<file path="src/rtl/twi_seq_pkg.sv">
package twi_seq_pkg;
  typedef enum logic [2:0] {
    ST_IDLE,
    ST_START,
    ST_RUN_LO,
    ST_RUN_HI,
    ST_STOP_LO,
    ST_STOP_HI,
    ST_RS_LO,
    ST_RS_HI
  } seq_state_e;
endpackage

</file>
<file path="src/rtl/twi_half_timer.sv">
module twi_half_timer #(
  parameter int FREQ_W   = 7,
  parameter int MIN_FREQ = 8
) (
  input  logic              clk_i,
  input  logic              rst_ni,
  input  logic              clr_i,
  input  logic              load_i,
  input  logic [FREQ_W-1:0] freq_i,
  output logic              done_o
);
  localparam int CNT_W = FREQ_W + 1;

  logic [FREQ_W-1:0] eff_freq;
  logic [CNT_W-1:0]  load_val;
  logic [CNT_W-1:0]  cnt_q;

  // clamp out-of-range divider to the minimum legal value
  assign eff_freq = (freq_i < FREQ_W'(MIN_FREQ)) ? FREQ_W'(MIN_FREQ) : freq_i;
  assign load_val = {eff_freq, 1'b0} - CNT_W'(1);

  always_ff @(posedge clk_i or negedge rst_ni) begin
    if (!rst_ni)               cnt_q <= '0;
    else if (clr_i)            cnt_q <= '0;
    else if (load_i)           cnt_q <= load_val;
    else if (cnt_q != '0)      cnt_q <= cnt_q - CNT_W'(1);
  end

  assign done_o = (cnt_q == '0);

  assert_min_phase_R2: assert property (@(posedge clk_i) disable iff (!rst_ni)
    (load_i && !clr_i) |=> !done_o);
endmodule

</file>
<file path="src/rtl/twi_cond_fsm.sv">
module twi_cond_fsm
  import twi_seq_pkg::*;
(
  input  logic clk_i,
  input  logic rst_ni,
  input  logic enable_i,
  input  logic start_i,
  input  logic stop_i,
  input  logic data_wr_i,
  input  logic bus_busy_i,
  input  logic bus_err_i,
  input  logic tmr_done_i,
  output logic tmr_load_o,
  output logic tmr_clr_o,
  output logic scl_oe_o,
  output logic sda_oe_o,
  output logic master_o,
  output logic start_sent_o,
  output logic start_clr_o,
  output logic stop_clr_o
);
  seq_state_e state_q, state_d;
  logic master_q, master_d;
  logic sent_q, sent_d;
  logic armed_q, armed_d, arm_now;
  logic sack_q, sack_d;
  logic pack_q, pack_d;
  logic scl_q, sda_q;
  logic scl_d, sda_d;

  assign arm_now = armed_q | (master_q & start_i & data_wr_i);

  always_comb begin
    state_d    = state_q;
    master_d   = master_q;
    sent_d     = sent_q;
    armed_d    = armed_q;
    sack_d     = 1'b0;
    pack_d     = 1'b0;
    tmr_load_o = 1'b0;
    if (!enable_i) begin
      state_d  = ST_IDLE;
      master_d = 1'b0;
      sent_d   = 1'b0;
      armed_d  = 1'b0;
    end else if (bus_err_i) begin
      state_d  = ST_IDLE;
      master_d = 1'b0;
      armed_d  = 1'b0;
      sack_d   = start_i;
    end else begin
      armed_d = arm_now;
      unique case (state_q)
        ST_IDLE: begin
          if (start_i && !bus_busy_i) begin
            state_d    = ST_START;
            sent_d     = 1'b0;
            tmr_load_o = 1'b1;
          end
        end
        ST_START: begin
          if (tmr_done_i) begin
            state_d    = ST_RUN_LO;
            master_d   = 1'b1;
            sent_d     = 1'b1;
            sack_d     = 1'b1;
            tmr_load_o = 1'b1;
          end
        end
        ST_RUN_LO: begin
          if (tmr_done_i) begin
            state_d    = ST_RUN_HI;
            tmr_load_o = 1'b1;
          end
        end
        ST_RUN_HI: begin
          if (tmr_done_i) begin
            tmr_load_o = 1'b1;
            if (stop_i) begin
              state_d = ST_STOP_LO;
            end else if (arm_now) begin
              state_d = ST_RS_LO;
              armed_d = 1'b0;
            end else begin
              state_d = ST_RUN_LO;
            end
          end
        end
        ST_STOP_LO: begin
          if (tmr_done_i) begin
            state_d    = ST_STOP_HI;
            tmr_load_o = 1'b1;
          end
        end
        ST_STOP_HI: begin
          if (tmr_done_i) begin
            state_d  = ST_IDLE;
            master_d = 1'b0;
            armed_d  = 1'b0;
            pack_d   = 1'b1;
          end
        end
        ST_RS_LO: begin
          if (tmr_done_i) begin
            state_d    = ST_RS_HI;
            tmr_load_o = 1'b1;
          end
        end
        ST_RS_HI: begin
          if (tmr_done_i) begin
            state_d    = ST_START;
            sent_d     = 1'b0;
            tmr_load_o = 1'b1;
          end
        end
        default: state_d = ST_IDLE;
      endcase
    end
  end

  assign scl_d = (state_d inside {ST_RUN_LO, ST_STOP_LO, ST_RS_LO});
  assign sda_d = (state_d inside {ST_START, ST_STOP_LO, ST_STOP_HI});

  always_ff @(posedge clk_i or negedge rst_ni) begin
    if (!rst_ni) begin
      state_q  <= ST_IDLE;
      master_q <= 1'b0;
      sent_q   <= 1'b0;
      armed_q  <= 1'b0;
      sack_q   <= 1'b0;
      pack_q   <= 1'b0;
      scl_q    <= 1'b0;
      sda_q    <= 1'b0;
    end else begin
      state_q  <= state_d;
      master_q <= master_d;
      sent_q   <= sent_d;
      armed_q  <= armed_d;
      sack_q   <= sack_d;
      pack_q   <= pack_d;
      scl_q    <= scl_d;
      sda_q    <= sda_d;
    end
  end

  assign tmr_clr_o    = ~enable_i;
  assign scl_oe_o     = scl_q;
  assign sda_oe_o     = sda_q;
  assign master_o     = master_q;
  assign start_sent_o = sent_q;
  assign start_clr_o  = sack_q;
  assign stop_clr_o   = pack_q;

  assert_phase_hold_R1: assert property (@(posedge clk_i) disable iff (!rst_ni)
    ((state_q != $past(state_q)) && ($past(state_q) != ST_IDLE) &&
     $past(enable_i) && !$past(bus_err_i)) |-> $past(tmr_done_i));

  assert_busy_gate_R3: assert property (@(posedge clk_i) disable iff (!rst_ni)
    ((state_q == ST_START) && ($past(state_q) == ST_IDLE)) |-> !$past(bus_busy_i));

  assert_master_ack_R4: assert property (@(posedge clk_i) disable iff (!rst_ni)
    $rose(master_o) |-> start_clr_o);

  assert_stop_release_R7: assert property (@(posedge clk_i) disable iff (!rst_ni)
    stop_clr_o |-> (!scl_oe_o && !sda_oe_o && !master_o));

  assert_ack_excl_R9: assert property (@(posedge clk_i) disable iff (!rst_ni)
    $onehot0({start_clr_o, stop_clr_o}));

  assert_disable_R11: assert property (@(posedge clk_i) disable iff (!rst_ni)
    !enable_i |=> (!master_o && !scl_oe_o && !sda_oe_o && !start_sent_o));
endmodule

</file>
<file path="src/rtl/twi_master_seq.sv">
module twi_master_seq #(
  parameter int FREQ_W   = 7,
  parameter int MIN_FREQ = 8
) (
  input  logic              clk_i,
  input  logic              rst_ni,
  input  logic              enable_i,
  input  logic [FREQ_W-1:0] freq_i,
  input  logic              start_i,
  input  logic              stop_i,
  input  logic              data_wr_i,
  input  logic              bus_busy_i,
  input  logic              bus_err_i,
  input  logic              start_ie_i,
  input  logic              int_en_i,
  output logic              scl_oe_o,
  output logic              sda_oe_o,
  output logic              master_o,
  output logic              start_sent_o,
  output logic              start_clr_o,
  output logic              stop_clr_o,
  output logic              irq_o
);
  logic tmr_done, tmr_load, tmr_clr;

  twi_half_timer #(
    .FREQ_W  (FREQ_W),
    .MIN_FREQ(MIN_FREQ)
  ) u_timer (
    .clk_i (clk_i),
    .rst_ni(rst_ni),
    .clr_i (tmr_clr),
    .load_i(tmr_load),
    .freq_i(freq_i),
    .done_o(tmr_done)
  );

  twi_cond_fsm u_fsm (
    .clk_i       (clk_i),
    .rst_ni      (rst_ni),
    .enable_i    (enable_i),
    .start_i     (start_i),
    .stop_i      (stop_i),
    .data_wr_i   (data_wr_i),
    .bus_busy_i  (bus_busy_i),
    .bus_err_i   (bus_err_i),
    .tmr_done_i  (tmr_done),
    .tmr_load_o  (tmr_load),
    .tmr_clr_o   (tmr_clr),
    .scl_oe_o    (scl_oe_o),
    .sda_oe_o    (sda_oe_o),
    .master_o    (master_o),
    .start_sent_o(start_sent_o),
    .start_clr_o (start_clr_o),
    .stop_clr_o  (stop_clr_o)
  );

  assign irq_o = start_sent_o & start_ie_i & int_en_i;

  assert_start_seen_R4: assert property (@(posedge clk_i) disable iff (!rst_ni)
    $rose(start_sent_o) |-> (master_o && scl_oe_o));
endmodule

</file>
<file path="config.mk">
export PLATFORM = sky130hd
export DESIGN_NAME = twi_master_seq
export DESIGN_NICKNAME = d
export VERILOG_FILES = /design/src/rtl/twi_seq_pkg.sv /design/src/rtl/twi_half_timer.sv /design/src/rtl/twi_cond_fsm.sv /design/src/rtl/twi_master_seq.sv
export SDC_FILE = /design/constraint.sdc
export NUM_CORES = 1
export LEC_CHECK = 0
export CORE_ASPECT_RATIO = 0.7
export CORE_MARGIN = 3
export CORE_UTILIZATION = 30
export CTS_CLUSTER_DIAMETER = 80
export DETAILED_ROUTE_END_ITERATION = 16
export HOLD_SLACK_MARGIN = 0.02
export MAX_ROUTING_LAYER = met4
export PLACE_DENSITY = 0.51
export REMOVE_ABC_BUFFERS = 1
export SYNTH_ARGS = -nofsm -noshare
export SYNTH_HDL_FRONTEND = slang
export SYNTH_SLANG_ARGS = --single-unit
</file>
<file path="constraint.sdc">
create_clock -name clk_i -period 1.9 [get_ports clk_i]
set_clock_uncertainty 0.15 [all_clocks]
set_input_delay 0.19 -clock clk_i [delete_from_list [all_inputs] [get_ports clk_i]]
set_output_delay 0.19 -clock clk_i [all_outputs]
set_load 0.1 [all_outputs]
</file>
# ---- Word level (Yosys, flattened, before mapping)
# Cells that the tools add are included.
dict set report word_totals {
  in_bits 17
  out_inout_bits 7
  word_cells 91
  ff_bits 18
}
dict set report op_classes {
  bitwise_logic 5
  reduce_logical 10
  eq_ne 21
  n_addsub 2
  muxes 43
  n_lt_le_gt_ge 1
}
# op n
set ops {}
lappend ops {{$mux 3} 12}
lappend ops {{$mux 8} 3}
lappend ops {{$pmux 3 s8} 1}
lappend ops {{$mux 1} 22}
lappend ops {{$eq 3x3->1 const B} 7}
lappend ops {{$sub 8x1->8 const B} 2}
lappend ops {{$eq 3x2->1 const B} 3}
lappend ops {{$logic_not 8->1} 1}
lappend ops {{$ne 4x1->1 const B} 2}
lappend ops {{$ne 4x4->1 const B} 2}
lappend ops {{$reduce_bool 8->1} 1}
lappend ops {{$lt 7x4->1 const B} 1}
lappend ops {{$mux 7} 1}
lappend ops {{$eq 3x1->1 const B} 2}
lappend ops {{$ne 3x3->1 const B} 2}
lappend ops {{$pmux 1 s2} 3}
lappend ops {{$reduce_bool 3->1} 2}
lappend ops {{$reduce_or 6->1} 1}
lappend ops {{$reduce_and 5->1} 1}
lappend ops {{$and 1x1->1} 4}
lappend ops {{$logic_not 3->1} 1}
lappend ops {{$ne 3x1->1 const B} 1}
lappend ops {{$ne 3x2->1 const B} 1}
lappend ops {{$pmux 1 s3} 1}
lappend ops {{5 further kinds} 5}

# ---- Logic depth before layout (Yosys ltp)
dict set report depth {
  ltp_word 11
  depth_mapped 8
  ltp_nobuf 8
}

# ---- By module
# Synthesis repeated with hierarchy kept, for this count alone.
dict set report unflattened {
  hier_cells 127
  hier_area_um2 1161.1
}
# mod seq_area_each_um2 n_inst area_per_inst_um2 cells_per_inst
set by_module_without_submodules {}
lappend by_module_without_submodules {twi_half_timer 200.2 1 618.1 66}
lappend by_module_without_submodules {twi_cond_fsm 250.2 1 536.8 60}
lappend by_module_without_submodules {twi_master_seq 0.0 1 6.3 1}

# ---- Worst setup path after synthesis
# Ideal clock, no wire load.
dict set report synth_timing {
  kind {register to output}
  from {register u_fsm.sent_q (netlist: u_fsm.start_sent_o)}
  to {output irq_o}
  slack_ns -0.272
  t_required_ns 1.560
  stages_incl_launch_ff 2
  n_path_buf 0
  arrival_time_ns 1.832
  cell_sequence {dfrtp_1 -> and3_1}
}
dict set report synth_between {
  elab_chain_cells 2
}
# item line_no
set synth_rtl {}
lappend synth_rtl {{start: declaration} twi_cond_fsm.sv:24} ;# logic sent_q, sent_d;
lappend synth_rtl {{start signal: assignment} twi_cond_fsm.sv:137} ;# sent_q <= sent_d;
lappend synth_rtl {{$and 1x1->1 (2 in a row)} twi_master_seq.sv:58} ;# assign irq_o = start_sent_o & start_ie_i & int_en_i;
lappend synth_rtl {{end: declaration} twi_master_seq.sv:22} ;# output logic irq_o
# No other way between the ends.

# ---- Worst setup path after layout
dict set report layout_timing {
  from {register u_timer.cnt_q[0]}
  to {register u_fsm.sack_q (netlist: u_fsm.start_clr_o)}
}
dict set report layout_between {
  elab_chain_cells 5
}
# item line_no
set layout_rtl {}
lappend layout_rtl {{start: declaration} twi_half_timer.sv:16} ;# logic [CNT_W-1:0] cnt_q;
lappend layout_rtl {{start signal: assignment} twi_half_timer.sv:25} ;# else if (load_i) cnt_q <= load_val;
lappend layout_rtl {{start signal: assignment} twi_half_timer.sv:26} ;# else if (cnt_q != '0) cnt_q <= cnt_q - CNT_W'(1);
lappend layout_rtl {{$logic_not 8->1} twi_half_timer.sv:29} ;# assign done_o = (cnt_q == '0);
lappend layout_rtl {{$mux 1} twi_cond_fsm.sv:62} ;# if (tmr_done_i) begin
lappend layout_rtl {{$mux 1} twi_cond_fsm.sv:53} ;# unique case (state_q)
lappend layout_rtl {{$mux 1} twi_cond_fsm.sv:46} ;# end else if (bus_err_i) begin
lappend layout_rtl {{$mux 1} twi_cond_fsm.sv:41} ;# if (!enable_i) begin
lappend layout_rtl {{named net u_fsm.sack_d} twi_cond_fsm.sv:26} ;# logic sack_q, sack_d;
lappend layout_rtl {{end signal: assignment} twi_cond_fsm.sv:139} ;# sack_q <= sack_d;
lappend layout_rtl {{end: declaration} twi_cond_fsm.sv:26}
# The timed path passes the listed nets, and every way through them passes these cells.
# A chain may end at the register's enable or synchronous reset.

==> metrics.cfg <==
[place]
port_buffers=23
place.gp.congestion=0.871
placed_cells=233
dp_hpwl_um=2460

[worst_setup_path]
rrSetupSlack_ns=-0.09
arrival_ns=2.04
cp_data_required_time_ns=1.94
rr_endpoint=u_fsm.start_clr_o$_DFF_PN0_
worst-setup-path-type=flop to flop
crit_family=simple AND/OR/NAND/NOR gates
cp_max_fo=4
critical_path.startpoint_type=flop
cpPeakStageDelay_ns=0.43
worst_setup_path_end_kind=flop
regToRegStartpoint=u_timer.cnt_q[0]$_DFFE_PN0P_
critPathBufInv=2
cp_slowest_cell=or4_4
worstPathCellList=inv_2 -> ha_4 -> nor4b_4 -> buf_4 -> nand3_4 -> or4_4 -> a21oi_2
rr_worst_depth=7

[synth]
synth_fa_ha_area_frac=0.0208
synth_edf_count=0
synth_compound_area_frac=0.216
ys_seq_area_frac=0.374
avgSynthCellArea_um2=9.19
ys_async_sr_fraction=1.00
synth_common_cells=dfrtp_1 (18), nand2_1 (14), nor2_1 (14)
yosysTopAreaCell=dfrtp_1
yosys-top-cells-area=dfrtp_1 (37%), nand2_1 (4.4%), nor2_1 (4.4%)
synth_simple_gate_area_frac=0.263
yosysWarningCount=0
yosysUniqueCellTypes=48
synthFlopType=dfrtp_1
synth.ff_latch_count=18
yosysMostFrequentCell=dfrtp_1
netlist_instances=131
synth_mux_area_frac=0.0249
synth_top_family_by_area=simple AND/OR/NAND/NOR gates
yosys.area_share.xor_xnor=0.0582
synth_top_cell_area_share=0.374
synth_area_um2=1200

[job]
maxCapViolCount=0

[floorplan]
rows=18
die_height_um=59.0
coreArea_um2=3690
dieArea_um2=4820
ios=24
die_w_um=81.7
start_util=0.326

[pwr]
power.share.clock=0.169
p_comb_frac=0.564
switchingPower_uw=722
cellPowerDensity_nw_per_um2=958
ir_worst_vdd_uv=532
p_leak_nw=0.876
swShare=0.381
power_frac_seq=0.267
p_int_mw=1.17

[run_status]
violations=setup timing
status=finished, violations left

[clocking]
htree_levels=1
cts_num_sinks=18
cts_buffer_depth=2
cts_hold_buffers=0
clock_latency_ns=0.26
cts_tree=yes
clk_pin_slew_ns=0.07
root_buffer=clkbuf_8
cts_buffers=3

[layout]
area_growth_syn_to_layout_pct=64.1
drive_gt1_frac=0.447
nets=217
final_cell_count_no_fill=247
diodes=0
regArea_um2=452
fillerInstances=344
multi_input_area_um2=820

[sta]
maxSlewHeadroom=0.749
worstMarginPinSlew_ns=0.366
worst_slack_ns=-0.0926
rsz0062_at_grt=true
hold_viol=0
finalCriticalPeriod_ns=1.99
fmax_mhz=502
whs_ns=0.116
period_share=1.05
finalSetupViolCount=6
slew_violations=0

[routing]
first_iter_violations=83
post_drt_via_cell_ratio=4.89
avgRoutedWirePerCell_um=14.3
via_count=1207
drt-pass1-iter-count=4
drc=0
routed_wl_um=3520
ant_nets=0

[grt]
grt_pass1_vias=1142
antenna_found_initial=0
grt_usage=0.155
grt_pass1_wl_um=5500
grt_max_degree=19
gr-total-overflow=0

[hold_path]
hp-class=input pin to async pin

==> per-layer routing <==
metal  part of all wire  GRT usage  vias to the layer above
li1                   -          -                      603
met1               0.51      0.228                      580
met2               0.44      0.223                       22
met3              0.046     0.0365                        2
met4             0.0054     0.0213                        0
met5                  0          -                        -
==> kinds of logic after synthesis <==
family / after synthesis
compound gates: 32
xor+xnor: 8
fa+ha+maj: 2
buf+inv: 11
flops: 18
mux: 3
simple gates: 57
==> sequential cells by signal (all words and copies together), names as in the netlist <==
signal	cells
u_fsm.armed_q	1
u_fsm.master_o	1
u_fsm.scl_oe_o	1
u_fsm.sda_oe_o	1
u_fsm.start_clr_o	1
u_fsm.start_sent_o	1
u_fsm.state_q	3
u_fsm.stop_clr_o	1
u_timer.cnt_q	8
==> per-stage QoR <==
stage               setup WS (ns)  setup TNS (ns)  utilization  total power [mW]  instance area [um2]
finish                    -0.0926          -0.230        0.535              1.89                 1980
global route               -0.158          -0.855        0.535              2.02                 1980
CTS                       -0.0519         -0.0519        0.499              1.81                 1840
detailed placement         -0.370           -1.57        0.464              1.41                 1710
global placement           -0.220           -1.23        0.464              1.41                 1710
floorplan                  -0.272          -0.304            -              1.05                 1180
==> power by group through the flow <==
stage | clock (mW) | sequential [mW] | combinational [mW]
after floorplan | 0 | 0.551 | 0.502
after global placement | 0 | 0.508 | 0.898
after detailed placement | 0 | 0.507 | 0.901
after CTS | 0.326 | 0.504 | 0.979
after global routing | 0.354 | 0.511 | 1.16
final | 0.320 | 0.506 | 1.07
==> layout make-up <==
class	instances	area share
Clock buffer	4	0.0279
Inverter	7	0.0133
Sequential cell	18	0.229
Multi-Input combinational cell	103	0.415
Tap cell	50	0.0317
Timing Repair Buffer	65	0.284
==> layout by cell type (no fill, tap or decap), types with 3 or more instances in the layout <==
cell type,synthesis,layout
buf_6,1,4
a211oi_1,3,3
nor2_1,14,13
a211oi_2,4,4
dfrtp_1,18,17
nand2b_1,6,5
nand2_1,14,12
nor3_1,4,3
nor3_2,2,3
inv_1,7,5
xnor2_1,5,5
clkbuf_8,0,4
xor2_1,3,3
clkdlybuf4s50_1,0,14
buf_4,0,44
a21oi_1,9,7
==> worst max path at each step <==
| stage | startpoint | depth (start not counted) | endpoint | slack [ns] |
|---|---|---|---|---|
| 3_5_place_dp | freq_i[5] | 9 | u_timer.cnt_q[5]$_DFFE_PN0P_ | -0.37 |
| 6_report | u_timer.cnt_q[0]$_DFFE_PN0P_ | 7 | u_fsm.start_clr_o$_DFF_PN0_ | -0.09 |
| 3_3_place_gp | freq_i[5] | 9 | u_timer.cnt_q[5]$_DFFE_PN0P_ | -0.22 |
| 5_1_grt | u_timer.cnt_q[0]$_DFFE_PN0P_ | 7 | u_fsm.start_clr_o$_DFF_PN0_ | -0.16 |
| 2_1_floorplan | u_fsm.start_sent_o$_DFFE_PN0P_ | 1 | irq_o | -0.27 |
| 4_1_cts | u_timer.cnt_q[1]$_DFFE_PN0P_ | 7 | u_fsm.start_clr_o$_DFF_PN0_ | -0.05 |
==> timing repair <==
action | CTS | global route
pin swaps | 2 | 12
endpoints found under the hold margin | 0 | 0
gates resized for setup | 10 | 19
cloned | 0 | 1
buffers inserted | 4 | 5
setup endpoints to repair | 12 | 12
No activity file was read; power rests on OpenSTA's default activity.
